### src/rtl/spi_slave_pkg.sv
// Package: shared constants and types for the SPI slave.
// Assumes: nothing beyond the IEEE 1800-2017 language.
package spi_slave_pkg;

    // Serial clock edges, classified by role for the selected polarity.
    typedef struct packed {
        logic lead;   // first edge after idle
        logic trail;  // return to idle level
    } sck_evt_t;

    // Map the raw rising and falling edges onto leading and trailing roles.
    function automatic sck_evt_t classify_edges(input logic cpol,
                                                input logic rise,
                                                input logic fall);
        sck_evt_t e;
        e.lead  = cpol ? fall : rise;
        e.trail = cpol ? rise : fall;
        return e;
    endfunction

endpackage

### src/rtl/spi_pin_sync.sv
// Module: spi_pin_sync
// Brings WIDTH asynchronous pins into the clk domain through STAGES flops
// each, and flags rising and falling edges on the synchronised levels.
// Assumes: each pin stays stable for at least STAGES+1 clk cycles.
// RESET_VAL gives the idle level, so that no edge is seen after reset.
module spi_pin_sync #(
    parameter int unsigned WIDTH     = 3,
    parameter int unsigned STAGES    = 2,
    parameter logic [WIDTH-1:0] RESET_VAL = '0
) (
    input  logic             clk,
    input  logic             rst_n,
    input  logic [WIDTH-1:0] pin_in,
    output logic [WIDTH-1:0] level,
    output logic [WIDTH-1:0] rise,
    output logic [WIDTH-1:0] fall
);

    logic [WIDTH-1:0] prev_q;

    for (genvar b = 0; b < WIDTH; b++) begin : g_pin
        logic [STAGES-1:0] chain_q;

        // Shift the pin through its synchroniser chain.
        always_ff @(posedge clk) begin
            if (!rst_n) begin
                chain_q <= {STAGES{RESET_VAL[b]}};
            end else begin
                chain_q <= {chain_q[STAGES-2:0], pin_in[b]};
            end
        end

        assign level[b] = chain_q[STAGES-1];
    end

    // Keep the previous synchronised level for edge detection.
    always_ff @(posedge clk) begin
        if (!rst_n) begin
            prev_q <= RESET_VAL;
        end else begin
            prev_q <= level;
        end
    end

    // Edges are the differences between the current and previous levels.
    always_comb begin
        rise = level & ~prev_q;
        fall = ~level & prev_q;
    end

endmodule

### src/rtl/spi_shift_engine.sv
// Module: spi_shift_engine
// Serial state of the slave: the transmit shift path, the receive shift path,
// the bit counter and the pad enable. A byte starts on a select fall
// (phase 0) or on the first leading edge (phase 1). From then on the engine
// works on its own copy of the byte.
// Assumes: edge and level inputs are already synchronised to clk, and
// cpol/cpha stay static while select is low.
module spi_shift_engine
    import spi_slave_pkg::*;
#(
    parameter int unsigned DATA_W = 8
) (
    input  logic              clk,
    input  logic              rst_n,
    input  logic              cpol,
    input  logic              cpha,
    input  logic              sck_rise,
    input  logic              sck_fall,
    input  logic              sel_level_n,
    input  logic              sel_fall,
    input  logic              sel_rise,
    input  logic              mosi_s,
    input  logic [DATA_W-1:0] tx_word,
    output logic              tx_load,
    output logic [DATA_W-1:0] rx_word,
    output logic              rx_done,
    output logic              miso,
    output logic              miso_oe
);

    localparam int unsigned CNT_W = (DATA_W > 2) ? $clog2(DATA_W) : 1;
    localparam logic [CNT_W-1:0] LAST_BIT = CNT_W'(DATA_W - 1);

    logic [DATA_W-1:0] tx_sh_q;
    logic [DATA_W-1:0] rx_sh_q;
    logic [CNT_W-1:0]  bitcnt_q;
    logic              in_byte_q;
    logic              out_bit_q;
    logic              oe_q;

    sck_evt_t evt;
    logic     active;
    logic     sel_edge;
    logic     sample_evt;
    logic     shift_evt;

    // Classify the clock edges and derive the per-cycle events.
    always_comb begin
        evt        = classify_edges(cpol, sck_rise, sck_fall);
        active     = !sel_level_n;
        sel_edge   = sel_fall | sel_rise;
        sample_evt = active && !sel_edge && in_byte_q && (cpha ? evt.trail : evt.lead);
        shift_evt  = active && !sel_edge && in_byte_q && (cpha ? evt.lead : evt.trail);
        tx_load    = !sel_rise &&
                     ((sel_fall && !cpha) ||
                      (active && !sel_edge && cpha && evt.lead && !in_byte_q));
        rx_word    = {rx_sh_q[DATA_W-2:0], mosi_s};
        rx_done    = sample_evt && (bitcnt_q == LAST_BIT);
    end

    // Advance the serial state on select and clock events.
    always_ff @(posedge clk) begin
        if (!rst_n) begin
            tx_sh_q   <= '0;
            rx_sh_q   <= '0;
            bitcnt_q  <= '0;
            in_byte_q <= 1'b0;
            out_bit_q <= 1'b0;
            oe_q      <= 1'b0;
        end else if (sel_rise) begin
            in_byte_q <= 1'b0;
            bitcnt_q  <= '0;
            oe_q      <= 1'b0;
        end else begin
            if (sel_fall) begin
                oe_q      <= 1'b1;
                bitcnt_q  <= '0;
                in_byte_q <= 1'b0;
            end
            if (tx_load) begin
                out_bit_q <= tx_word[DATA_W-1];
                tx_sh_q   <= tx_word << 1;
                in_byte_q <= 1'b1;
                bitcnt_q  <= '0;
            end
            if (shift_evt) begin
                out_bit_q <= tx_sh_q[DATA_W-1];
                tx_sh_q   <= tx_sh_q << 1;
            end
            if (sample_evt) begin
                rx_sh_q <= rx_word;
                if (bitcnt_q == LAST_BIT) begin
                    bitcnt_q  <= '0;
                    in_byte_q <= 1'b0;
                end else begin
                    bitcnt_q <= bitcnt_q + 1'b1;
                end
            end
        end
    end

    assign miso    = out_bit_q;
    assign miso_oe = oe_q;

endmodule

### src/rtl/spi_host_regs.sv
// Module: spi_host_regs
// System-side holding register for transmit, receive register and the two
// flags. When a host write and an engine load fall in the same cycle, the
// load takes the old value and the write is kept, with tx_empty left at 0.
// Assumes: single-cycle wr_en and rd_en strobes from the host.
module spi_host_regs #(
    parameter int unsigned DATA_W = 8
) (
    input  logic              clk,
    input  logic              rst_n,
    input  logic              wr_en,
    input  logic [DATA_W-1:0] wr_data,
    input  logic              rd_en,
    input  logic              tx_load,
    input  logic              rx_done,
    input  logic [DATA_W-1:0] rx_word,
    output logic [DATA_W-1:0] tx_word,
    output logic [DATA_W-1:0] rd_data,
    output logic              tx_empty,
    output logic              rx_full
);

    logic [DATA_W-1:0] hold_q;
    logic [DATA_W-1:0] rxbuf_q;
    logic              empty_q;
    logic              full_q;

    // Transmit holding register and its empty flag.
    always_ff @(posedge clk) begin
        if (!rst_n) begin
            hold_q  <= '0;
            empty_q <= 1'b1;
        end else if (wr_en) begin
            hold_q  <= wr_data;
            empty_q <= 1'b0;
        end else if (tx_load) begin
            empty_q <= 1'b1;
        end
    end

    // Receive register and its full flag. A completed byte wins over a read.
    always_ff @(posedge clk) begin
        if (!rst_n) begin
            rxbuf_q <= '0;
            full_q  <= 1'b0;
        end else if (rx_done) begin
            rxbuf_q <= rx_word;
            full_q  <= 1'b1;
        end else if (rd_en) begin
            full_q <= 1'b0;
        end
    end

    assign tx_word  = hold_q;
    assign rd_data  = rxbuf_q;
    assign tx_empty = empty_q;
    assign rx_full  = full_q;

endmodule

### src/rtl/spi_slave_buf.sv
// Module: spi_slave_buf (top)
// SPI slave with a buffered transmit byte. It synchronises the serial pins,
// runs the shift engine and keeps the host registers.
// Assumes: clk runs at least 4x sck, cfg_cpol/cfg_cpha are static while
// selected, and the pad tri-states miso when miso_oe is 0.
module spi_slave_buf #(
    parameter int unsigned DATA_W      = 8,
    parameter int unsigned SYNC_STAGES = 2
) (
    input  logic              clk,
    input  logic              rst_n,
    input  logic              cfg_cpol,
    input  logic              cfg_cpha,
    input  logic              wr_en,
    input  logic [DATA_W-1:0] wr_data,
    input  logic              rd_en,
    output logic [DATA_W-1:0] rd_data,
    output logic              tx_empty,
    output logic              rx_full,
    input  logic              sck,
    input  logic              mosi,
    input  logic              ss_n,
    output logic              miso,
    output logic              miso_oe
);

    localparam int unsigned PIN_W = 3;
    localparam int unsigned IDX_SCK = 0;
    localparam int unsigned IDX_MOSI = 1;
    localparam int unsigned IDX_SEL = 2;
    localparam logic [PIN_W-1:0] PIN_IDLE = 3'b100;

    logic [PIN_W-1:0]  pin_lvl;
    logic [PIN_W-1:0]  pin_rise;
    logic [PIN_W-1:0]  pin_fall;
    logic [DATA_W-1:0] tx_word;
    logic [DATA_W-1:0] rx_word;
    logic              tx_load;
    logic              rx_done;

    spi_pin_sync #(
        .WIDTH    (PIN_W),
        .STAGES   (SYNC_STAGES),
        .RESET_VAL(PIN_IDLE)
    ) u_sync (
        .clk   (clk),
        .rst_n (rst_n),
        .pin_in({ss_n, mosi, sck}),
        .level (pin_lvl),
        .rise  (pin_rise),
        .fall  (pin_fall)
    );

    spi_shift_engine #(
        .DATA_W(DATA_W)
    ) u_engine (
        .clk        (clk),
        .rst_n      (rst_n),
        .cpol       (cfg_cpol),
        .cpha       (cfg_cpha),
        .sck_rise   (pin_rise[IDX_SCK]),
        .sck_fall   (pin_fall[IDX_SCK]),
        .sel_level_n(pin_lvl[IDX_SEL]),
        .sel_fall   (pin_fall[IDX_SEL]),
        .sel_rise   (pin_rise[IDX_SEL]),
        .mosi_s     (pin_lvl[IDX_MOSI]),
        .tx_word    (tx_word),
        .tx_load    (tx_load),
        .rx_word    (rx_word),
        .rx_done    (rx_done),
        .miso       (miso),
        .miso_oe    (miso_oe)
    );

    spi_host_regs #(
        .DATA_W(DATA_W)
    ) u_regs (
        .clk     (clk),
        .rst_n   (rst_n),
        .wr_en   (wr_en),
        .wr_data (wr_data),
        .rd_en   (rd_en),
        .tx_load (tx_load),
        .rx_done (rx_done),
        .rx_word (rx_word),
        .tx_word (tx_word),
        .rd_data (rd_data),
        .tx_empty(tx_empty),
        .rx_full (rx_full)
    );

endmodule

### config.mk
export PLATFORM = sky130hd
export DESIGN_NAME = spi_slave_buf
export DESIGN_NICKNAME = d
export VERILOG_FILES = /design/src/rtl/spi_slave_pkg.sv /design/src/rtl/spi_pin_sync.sv /design/src/rtl/spi_shift_engine.sv /design/src/rtl/spi_host_regs.sv /design/src/rtl/spi_slave_buf.sv
export SDC_FILE = /design/constraint.sdc
export NUM_CORES = 1
export LEC_CHECK = 0
export ABC_CLOCK_PERIOD_IN_PS = 2100
export BUFFER_PORTS_ARGS = -buffer_cell sky130_fd_sc_hd__buf_2
export CAP_MARGIN = 20
export CORE_MARGIN = 10
export CORE_UTILIZATION = 25
export CTS_CLUSTER_DIAMETER = 100
export CTS_CLUSTER_SIZE = 20
export DETAILED_ROUTE_END_ITERATION = 10
export GPL_ROUTABILITY_DRIVEN = 0
export PLACE_DENSITY_LB_ADDON = 0.12
export SLEW_MARGIN = 0
export SYNTH_ARGS = -nofsm -noshare
export SYNTH_HDL_FRONTEND = slang
export SYNTH_HIERARCHICAL = 1
export SYNTH_SLANG_ARGS = --single-unit
### constraint.sdc
create_clock -name clk -period 2.1 [get_ports clk]
set_input_delay 0.315 -clock clk [delete_from_list [all_inputs] [get_ports clk]]
set_output_delay 0.315 -clock clk [all_outputs]
set_load 0.005 [all_outputs]
Yosys cells after proc, flatten, opt, wreduce, memory -nomap -nowiden:

Cells that the tools add are included.
W data, S select, Z words.

* add/sub/neg operators: 1
* $mul: 0
* divide/modulo/power cells: 0
* $lt $le $gt $ge: 0
* eq/ne operators: 1
* shift operators: 0
* mux-type cells: 20
* bitwise logic cells: 7
* reduce and logical (&&, ||, !) cells: 23

Operator list (count)
* $mux W8: 2
* $mux W1: 14
* $mux W3: 4
* $logic_and A1 B1 Y1: 10
* $and A3 B3 Y3: 2
* $not A3 Y3: 2
* $reduce_bool A2 Y1: 3
* $logic_not A1 Y1: 5
* $reduce_and A2 Y1: 2
* $add A3 B1 Y3 const B: 1
* $eq A3 B3 Y1 const B: 1
* $reduce_bool A3 Y1: 1
* $not A1 Y1: 2
* $reduce_or A2 Y1: 1
* $logic_or A1 B1 Y1: 1
* $or A1 B1 Y1: 1

* flip-flop bits (word level): 48
* bits in latches: 0
* memory bits (writable): 0
* ROM bits: 0
* input port bits: 17
* output and inout port bits: 12
* word-level logic and storage cells: 66
* memories kept: 0

Longest topological paths before layout:

Gate-level depths: netlist of run 1.

* depth after elaboration: 13
* depth in mapped cells: 7
* mapped depth without buffers: 6

Hierarchy:

The synthesis of run 1 kept the hierarchy.

Modules (own cells, without submodules)
* spi_shift_engine: instances 1, cells an instance 134, area an instance 1131.1 µm²
* spi_host_regs: instances 1, cells an instance 57, area an instance 676.9 µm²
* spi_pin_sync: instances 1, cells an instance 27, area an instance 296.5 µm²

Worst setup path after synthesis of run 1:

Ideal clock, no wire load.

* kind: register to register
* start: register u_sync.prev_q[2]
* end: register u_engine.tx_sh_q[6]
* setup time: 122 ps
* data arrival time: 1580 ps
* slack: 398 ps
* stages on the path, launching flop included: 6
* clock period less this slack: 1702 ps
* cell sequence: dfxtp_1 nor2b_1 nor4b_1 nand2_1 mux2i_1 o311a_1

* elaborated cells between the ends (all ways): 19
* those cells by class: mux: 1; bitwise: 5; reduce/logical: 13

RTL lines
* start, declared: line spi_pin_sync.sv:19 `logic [WIDTH-1:0] prev_q;`
* start signal, assigned: line spi_pin_sync.sv:41 `prev_q <= level;`
* $and A3 B3 Y3 *: line spi_pin_sync.sv:48 `fall = ~level & prev_q;`
* named net pin_fall[2]: line spi_slave_buf.sv:35 `logic [PIN_W-1:0] pin_fall;`
* $or A1 B1 Y1: line spi_shift_engine.sv:51 `sel_edge = sel_fall | sel_rise;`
* $logic_not A1 Y1: line spi_shift_engine.sv:53, spi_shift_engine.sv:56
* $logic_and A1 B1 Y1: line spi_shift_engine.sv:53, spi_shift_engine.sv:56
* $logic_and A1 B1 Y1 (3 in a row): line spi_shift_engine.sv:56 `(active && !sel_edge && cpha && evt.lead && !in_byte_q));`
* $logic_or A1 B1 Y1: line spi_shift_engine.sv:55 `((sel_fall && !cpha) ||`
* $logic_and A1 B1 Y1: line spi_shift_engine.sv:54 `tx_load = !sel_rise &&`
* $reduce_bool A2 Y1 (no source line)
* $reduce_and A2 Y1 (no source line)
* end signal, assigned: line spi_shift_engine.sv:82 `tx_sh_q <= tx_word << 1;`
* end signal, assigned: line spi_shift_engine.sv:88 `tx_sh_q <= tx_sh_q << 1;`
* end, declared: line spi_shift_engine.sv:34 `logic [DATA_W-1:0] tx_sh_q;`

Mark *: on every way through the listed nets, which the timed path passes. The rest lies on a longest branch.
A chain may end at the register's enable or synchronous reset.

Worst setup path in the final report of run 1:

* start: register u_sync.g_pin[2].chain_q[1]
* end: register u_engine.bitcnt_q[0]

* cells in the longest elaborated chain, start to end: 12
* elaborated cells between the ends (all ways): 20
* those cells by class: mux: 2; bitwise: 4; reduce/logical: 14

RTL lines
* start, declared: line spi_pin_sync.sv:22 `logic [STAGES-1:0] chain_q;`
* start signal, assigned: line spi_pin_sync.sv:27 `chain_q <= {STAGES{RESET_VAL[b]}};`
* start signal, assigned: line spi_pin_sync.sv:29 `chain_q <= {chain_q[STAGES-2:0], pin_in[b]};`
* $not A3 Y3 *: line spi_pin_sync.sv:48
* $and A3 B3 Y3 *: line spi_pin_sync.sv:48
* named net pin_fall[2]: line spi_slave_buf.sv:35
* $or A1 B1 Y1: line spi_shift_engine.sv:51
* $logic_not A1 Y1: line spi_shift_engine.sv:52, spi_shift_engine.sv:56
* $logic_and A1 B1 Y1: line spi_shift_engine.sv:52, spi_shift_engine.sv:56
* $logic_and A1 B1 Y1 (3 in a row): line spi_shift_engine.sv:56
* $logic_or A1 B1 Y1: line spi_shift_engine.sv:55
* $logic_and A1 B1 Y1: line spi_shift_engine.sv:54
* $mux W3: line spi_shift_engine.sv:80 `if (tx_load) begin`
* $mux W3: line spi_shift_engine.sv:90 `if (sample_evt) begin`
* end signal, assigned: line spi_shift_engine.sv:96 `bitcnt_q <= bitcnt_q + 1'b1;`
* end, declared: line spi_shift_engine.sv:36 `logic [CNT_W-1:0] bitcnt_q;`

Marks and branches as above.

==> results by group, run 1 <==
Outcome
  – Status: complete, no violations

Global routing
  – Total congestion overflow: 0
  – All-Layer GR Usage: 7.97%
  – Vias in the first global route: 1609
  – First-pass GRT wire length: 8270 µm
  – Initial antenna violation count: 0
  – Pin count of the biggest net entering global routing: 21

Timing
  – Max Freq: 527 MHz
  – Endpoints failing setup: 0
  – Setup WS post-layout: 0.202 ns
  – Max transition margin: 73.4%
  – Worst Max-Slew Pin Slew: 0.398 ns
  – Setup tns final: 0 ns
  – Final hold viol count: 0
  – RSZ-0062 raised after global routing: no
  – Max-slew violations: 0
  – Part of the cycle the worst path needs: 90.4%
  – Min Tclk post-route: 1.90 ns
  – Post-route clock skew: 0.00617 ns

Route
  – Initial drt markers: 119
  – TritonRoute pass-1 iters: 4
  – Vias: 1571
  – Wire per inst: 13.8 µm
  – Antenna viol nets, final: 0
  – Vias per std cell: 4.45
  – Drt drc: 0
  – Post-Route WL: 4870 µm

CTS
  – Worst-Skew Late Latency: 0.30 ns
  – Clock tree buffer depth: 2
  – Clk root buf: clkbuf_8
  – Clock sinks: 46
  – CTS Buf Count: 5
  – Postcts setup bufs: 0
  – Clk slew on worst S/H paths: 0.09 ns
  – TritonCTS clock tree: done
  – Post-CTS resize count: 0
  – # hold bufs at CTS: 0
  – CTS H-Tree Depth: 2

Floorplanning
  – Die area: 12300 µm²
  – Starting Density: 25.4%
  – Row Count: 33
  – Core area: 8090 µm²
  – Die height: 111 µm
  – DIE WIDTH: 111 µm
  – Ports: 29

Setup path
  – WP depth: 5
  – RR Startpoint: u_sync/g_pin[2].chain_q[1]$_SDFF_PN1_
  – Max stage delay on crit path: 0.48 ns
  – Worst path cell trace: nor2b_1 -> nand2b_4 -> or3_4 -> or4_1 -> a21oi_1
  – Max FO, Critical Path: 10
  – Buf/Inv on CP: 0
  – FF-to-FF path depth: 5
  – WS Path Type: reg2reg
  – Worst r2r dst: u_engine/bitcnt_q[0]$_SDFFE_PP0P_
  – Critical Path RT: 2.33 ns
  – CP top delay family: simple AND/OR/NAND/NOR gates
  – Critical path capture point type: flop
  – CP Capture Point: u_engine/bitcnt_q[0]$_SDFFE_PP0P_
  – R2r setup slk: 0.20 ns
  – CP Launch Type: flop
  – Worst EP arrival: 2.13 ns
  – CP max stage cell: or4_1
  – Critical path launch point: u_sync/g_pin[2].chain_q[1]$_SDFF_PN1_

Flow run
  – # Max-Cap Violations: 0

Power and ir drop
  – Final total power: 0.00181 W
  – Pleak: 1.00 nW
  – Worst vdd ir: 0.000311 V
  – PwrDens: 732 nW/µm²

Worst hold path
  – HP Class: in2reg
  – HP Start: ss_n
  – Hold Path Cell Cnt: 2

Placement
  – Post-DP HPWL: 3470 µm
  – I/O Buffers: 28
  – Pre-CTS setup slack: 0.112 ns
  – Placed cells: 345

Yosys
  – Mapped Nets: 232
  – Mapped Cells: 213
  – Warnings, synthesis: 6
  – Syn Std Cell Area: 2060 µm²
  – Mean Syn Cell Area: 9.66 µm²

Cells and area
  – Reg area: 921 µm²
  – Multi-input gate area: 1060 µm²
  – Share of cells above drive strength 1: 22.6%
  – Fill cells: 891
  – Nets: 266
  – Synth-to-layout area growth: 20.5%
  – Non-Filler Instances: 353
  – Ant diodes: 0
==> layout make-up <==
class	instances	share of cell area, %
clock buffers	5	2.77
clock inverters	3	2.77
inverters	1	0.151
multi-input cells	153	42.6
flip-flops and latches	46	37.1
well taps	105	5.30
repair buffers	40	9.28
==> power by group <==
part           internal (W)  leakage (nW)  switching [W]  total (W)
sequential         0.000892         0.374      0.0000121   0.000904
clock              0.000477        0.0683       0.000316   0.000793
combinational     0.0000568         0.558      0.0000607   0.000117
total               0.00143          1.00       0.000389    0.00181
==> state kept, by name, summed over array words and instances, names as in the netlist <==
name	flops
u_regs/tx_empty	1
u_engine/rx_sh_q	7
u_regs/rd_data	8
u_sync/g_pin.chain_q	6
u_regs/rx_full	1
u_sync/prev_q	2
u_engine/tx_sh_q	7
u_regs/tx_word	8
u_engine/bitcnt_q	3
u_engine/in_byte_q	1
u_engine/miso	1
u_engine/miso_oe	1
==> metal layers <==
layer	global-route usage, %	vias to the layer above	share of wire [%]
met1	11.5	722	55
met3	2.44	6	3.3
met4	3.56	0	1.8
met5	0	-	0
met2	10.3	27	40
li1	-	816	-
==> how the worst min path moves through the flow <==
stage                                                       end  slack [ns]
after floorplan           u_sync/g_pin[2].chain_q[1]$_SDFF_PN1_        0.39
after global placement    u_sync/g_pin[2].chain_q[1]$_SDFF_PN1_        0.39
after detailed placement  u_sync/g_pin[2].chain_q[1]$_SDFF_PN1_        0.40
after CTS                 u_sync/g_pin[2].chain_q[0]$_SDFF_PN1_        0.18
after global routing      u_sync/g_pin[2].chain_q[0]$_SDFF_PN1_        0.18
final                     u_sync/g_pin[2].chain_q[0]$_SDFF_PN1_        0.19
==> layout by cell type (no fill, tap or decap), types with 2 or more instances in the layout <==
master / count
o21ai_0: 16
nor4b_1: 2
buf_4: 12
nor2_1: 4
ha_1: 2
nand3_1: 9
o211ai_1: 3
dfxtp_1: 46
a21oi_1: 11
clkbuf_8: 5
and2_1: 5
bufinv_16: 2
nand2b_1: 12
nor2b_1: 21
mux2i_1: 25
buf_2: 28
o311a_1: 7
or3_1: 7
nand2_1: 15
==> metrics by stage <==
step / area (µm²) / utilization, % / hold slack, ns
floorplan: 2060 / - / 0.386
global placement: 2340 / 28.9 / 0.391
detailed placement: 2340 / 28.9 / 0.398
CTS: 2470 / 30.6 / 0.176
global route: 2480 / 30.6 / 0.181
finish: 2480 / 30.6 / 0.188
Power figures use the tool's default switching activity.
==> run 2, diff against run 1 <==
--- a/config.mk
+++ b/config.mk
@@ -10,6 +10,7 @@
 export CAP_MARGIN = 20
 export CORE_MARGIN = 10
 export CORE_UTILIZATION = 25
+export CTS_BUF_LIST = sky130_fd_sc_hd__clkbuf_4
 export CTS_CLUSTER_DIAMETER = 100
 export CTS_CLUSTER_SIZE = 20
 export DETAILED_ROUTE_END_ITERATION = 10
==> results by group, run 2 (synthesis results as in run 1) <==
Floorplanning
  – Starting Density: 25.4%
  – Core area: 8090 µm²
  – DIE WIDTH: 111 µm
  – Die height: 111 µm
  – Die area: 12300 µm²
  – Ports: 29
  – Row Count: 33

Route
  – Initial drt markers: 110
  – Metal3 WL: 166 µm
  – Drt drc: 0
  – Post-Route WL: 4860 µm
  – WL met1: 2670 µm
  – Met2 Wirelength: 1950 µm
  – Vias per std cell: 4.44
  – Uppermost routed layer: met4
  – Antenna viol nets, final: 0
  – Wire per inst: 13.8 µm
  – Vias: 1566
  – TritonRoute pass-1 iters: 4

Worst hold path
  – HP Start: ss_n
  – HP Class: in2reg
  – Worst Hold End: u_sync/g_pin[2].chain_q[0]$_SDFF_PN1_
  – Hold Path Cell Cnt: 2

Flow run
  – # Max-Cap Violations: 0

Power and ir drop
  – Worst vdd ir: 0.000283 V
  – PwrDens: 695 nW/µm²
  – Pleak: 0.986 nW

Timing
  – Min Tclk post-route: 1.91 ns
  – RSZ-0062 raised after global routing: no
  – Max transition margin: 73.9%
  – Setup WS post-layout: 0.194 ns
  – Part of the cycle the worst path needs: 90.8%
  – Max Freq: 525 MHz
  – Setup tns final: 0 ns
  – Endpoints failing setup: 0
  – Post-route clock skew: 0.0121 ns
  – Hold_ws: 0.126 ns
  – Final hold viol count: 0
  – Worst Max-Slew Pin Slew: 0.391 ns
  – Max-slew violations: 0

Setup path
  – Max stage delay on crit path: 0.52 ns
  – WS Path Type: reg2reg
  – Buf/Inv on CP: 0
  – Max FO, Critical Path: 10
  – CP top delay family: simple AND/OR/NAND/NOR gates
  – CP Launch Type: flop
  – Worst path cell trace: nor2b_1 -> nand2b_4 -> or3_1 -> or4_1 -> a21oi_1
  – Critical Path RT: 2.40 ns
  – R2r setup slk: 0.19 ns
  – Critical path capture point type: flop
  – RR Startpoint: u_sync/g_pin[2].chain_q[1]$_SDFF_PN1_
  – Worst EP arrival: 2.20 ns
  – Worst r2r dst: u_engine/bitcnt_q[0]$_SDFFE_PP0P_
  – FF-to-FF path depth: 5
  – CP max stage cell: or4_1

CTS
  – Clock sinks: 46
  – Clk root buf: clkbuf_4
  – CTS Buf Count: 5
  – CTS H-Tree Depth: 2
  – Clk slew on worst S/H paths: 0.14 ns
  – Worst-Skew Late Latency: 0.36 ns
  – TritonCTS clock tree: done
  – Clock tree buffer depth: 2

Global routing
  – Pin count of the biggest net entering global routing: 21
  – First-pass GRT wire length: 8270 µm
  – All-Layer GR Usage: 7.91%
  – Initial antenna violation count: 0
  – Vias in the first global route: 1608
  – Total congestion overflow: 0

Cells and area
  – Fill cells: 898
  – Share of cells above drive strength 1: 22.6%
  – Synth-to-layout area growth: 18.8%
  – Most frequent cells in the layout: 45 x dfxtp_1, 28 x buf_2, 25 x mux2i_1
  – Ant diodes: 0
  – Commonest non-fill, non-tap cell in the layout: dfxtp_1
  – Nets: 266

Placement
  – Pre-CTS setup slack: 0.112 ns
  – Post-DP HPWL: 3470 µm
  – I/O Buffers: 28

Outcome
  – Status: complete, no violations
run 2: final cells by class:
| type | count | area, µm² | area share [%] |
|---|---|---|---|
| Clock buffer | 5 | 37.5 | 1.54 |
| Clock inverter | 3 | 68.8 | 2.81 |
| Inverter | 1 | 3.75 | 0.154 |
| Multi-Input combinational cell | 153 | 1050 | 43.0 |
| Sequential cell | 46 | 922 | 37.7 |
| Tap cell | 105 | 131 | 5.37 |
| Timing Repair Buffer | 40 | 230 | 9.42 |
run 2: how the worst max path moves through the flow:
stage                     cells past startpoint                           endpoint                                   from  slack [ns]
final                                         5  u_engine/bitcnt_q[0]$_SDFFE_PP0P_  u_sync/g_pin[2].chain_q[1]$_SDFF_PN1_        0.19
after global routing                          5         u_engine/miso$_SDFFE_PN0P_  u_sync/g_pin[2].chain_q[1]$_SDFF_PN1_        0.09
after CTS                                     5  u_engine/bitcnt_q[0]$_SDFFE_PP0P_  u_sync/g_pin[2].chain_q[1]$_SDFF_PN1_        0.07
after detailed placement                      5  u_engine/bitcnt_q[0]$_SDFFE_PP0P_  u_sync/g_pin[2].chain_q[1]$_SDFF_PN1_        0.11
after global placement                        5  u_engine/bitcnt_q[0]$_SDFFE_PP0P_  u_sync/g_pin[2].chain_q[1]$_SDFF_PN1_         0.1
after floorplan                               5   u_engine/tx_sh_q[6]$_SDFFE_PN0P_            u_sync/prev_q[2]$_SDFF_PN1_        0.40
run 2: power breakdown:
| group | switching [W] | internal [W] | total, W |
|---|---|---|---|
| Sequential | 0.0000121 | 0.000894 | 0.000906 |
| Clock | 0.000304 | 0.000373 | 0.000677 |
| Combinational | 0.0000604 | 0.0000567 | 0.000117 |
| Total | 0.000376 | 0.00132 | 0.00170 |
run 2: repair_timing:
item	in CTS	in global routing
setup buffers	0	0
hold buffers	0	0
setup endpoints to repair	0	9
gates resized for setup	0	2
run 2: stage by stage:
step | cells | cell area [µm²] | util, % | total power, W
6_report | 353 | 2440 | 30.2 | 0.00170
3_5_place_dp | 345 | 2340 | 28.9 | 0.00104
5_1_grt | 353 | 2440 | 30.2 | 0.00178
4_1_cts | 353 | 2440 | 30.2 | 0.00173
2_1_floorplan | 213 | 2060 | - | 0.000998
3_3_place_gp | 345 | 2340 | 28.9 | 0.00104
run 2: layer usage:
layer	up-vias	global-route usage (%)
met4	0	3.30
met2	27	10.4
met5	-	0
met3	6	2.27
met1	716	11.4
li1	817	-
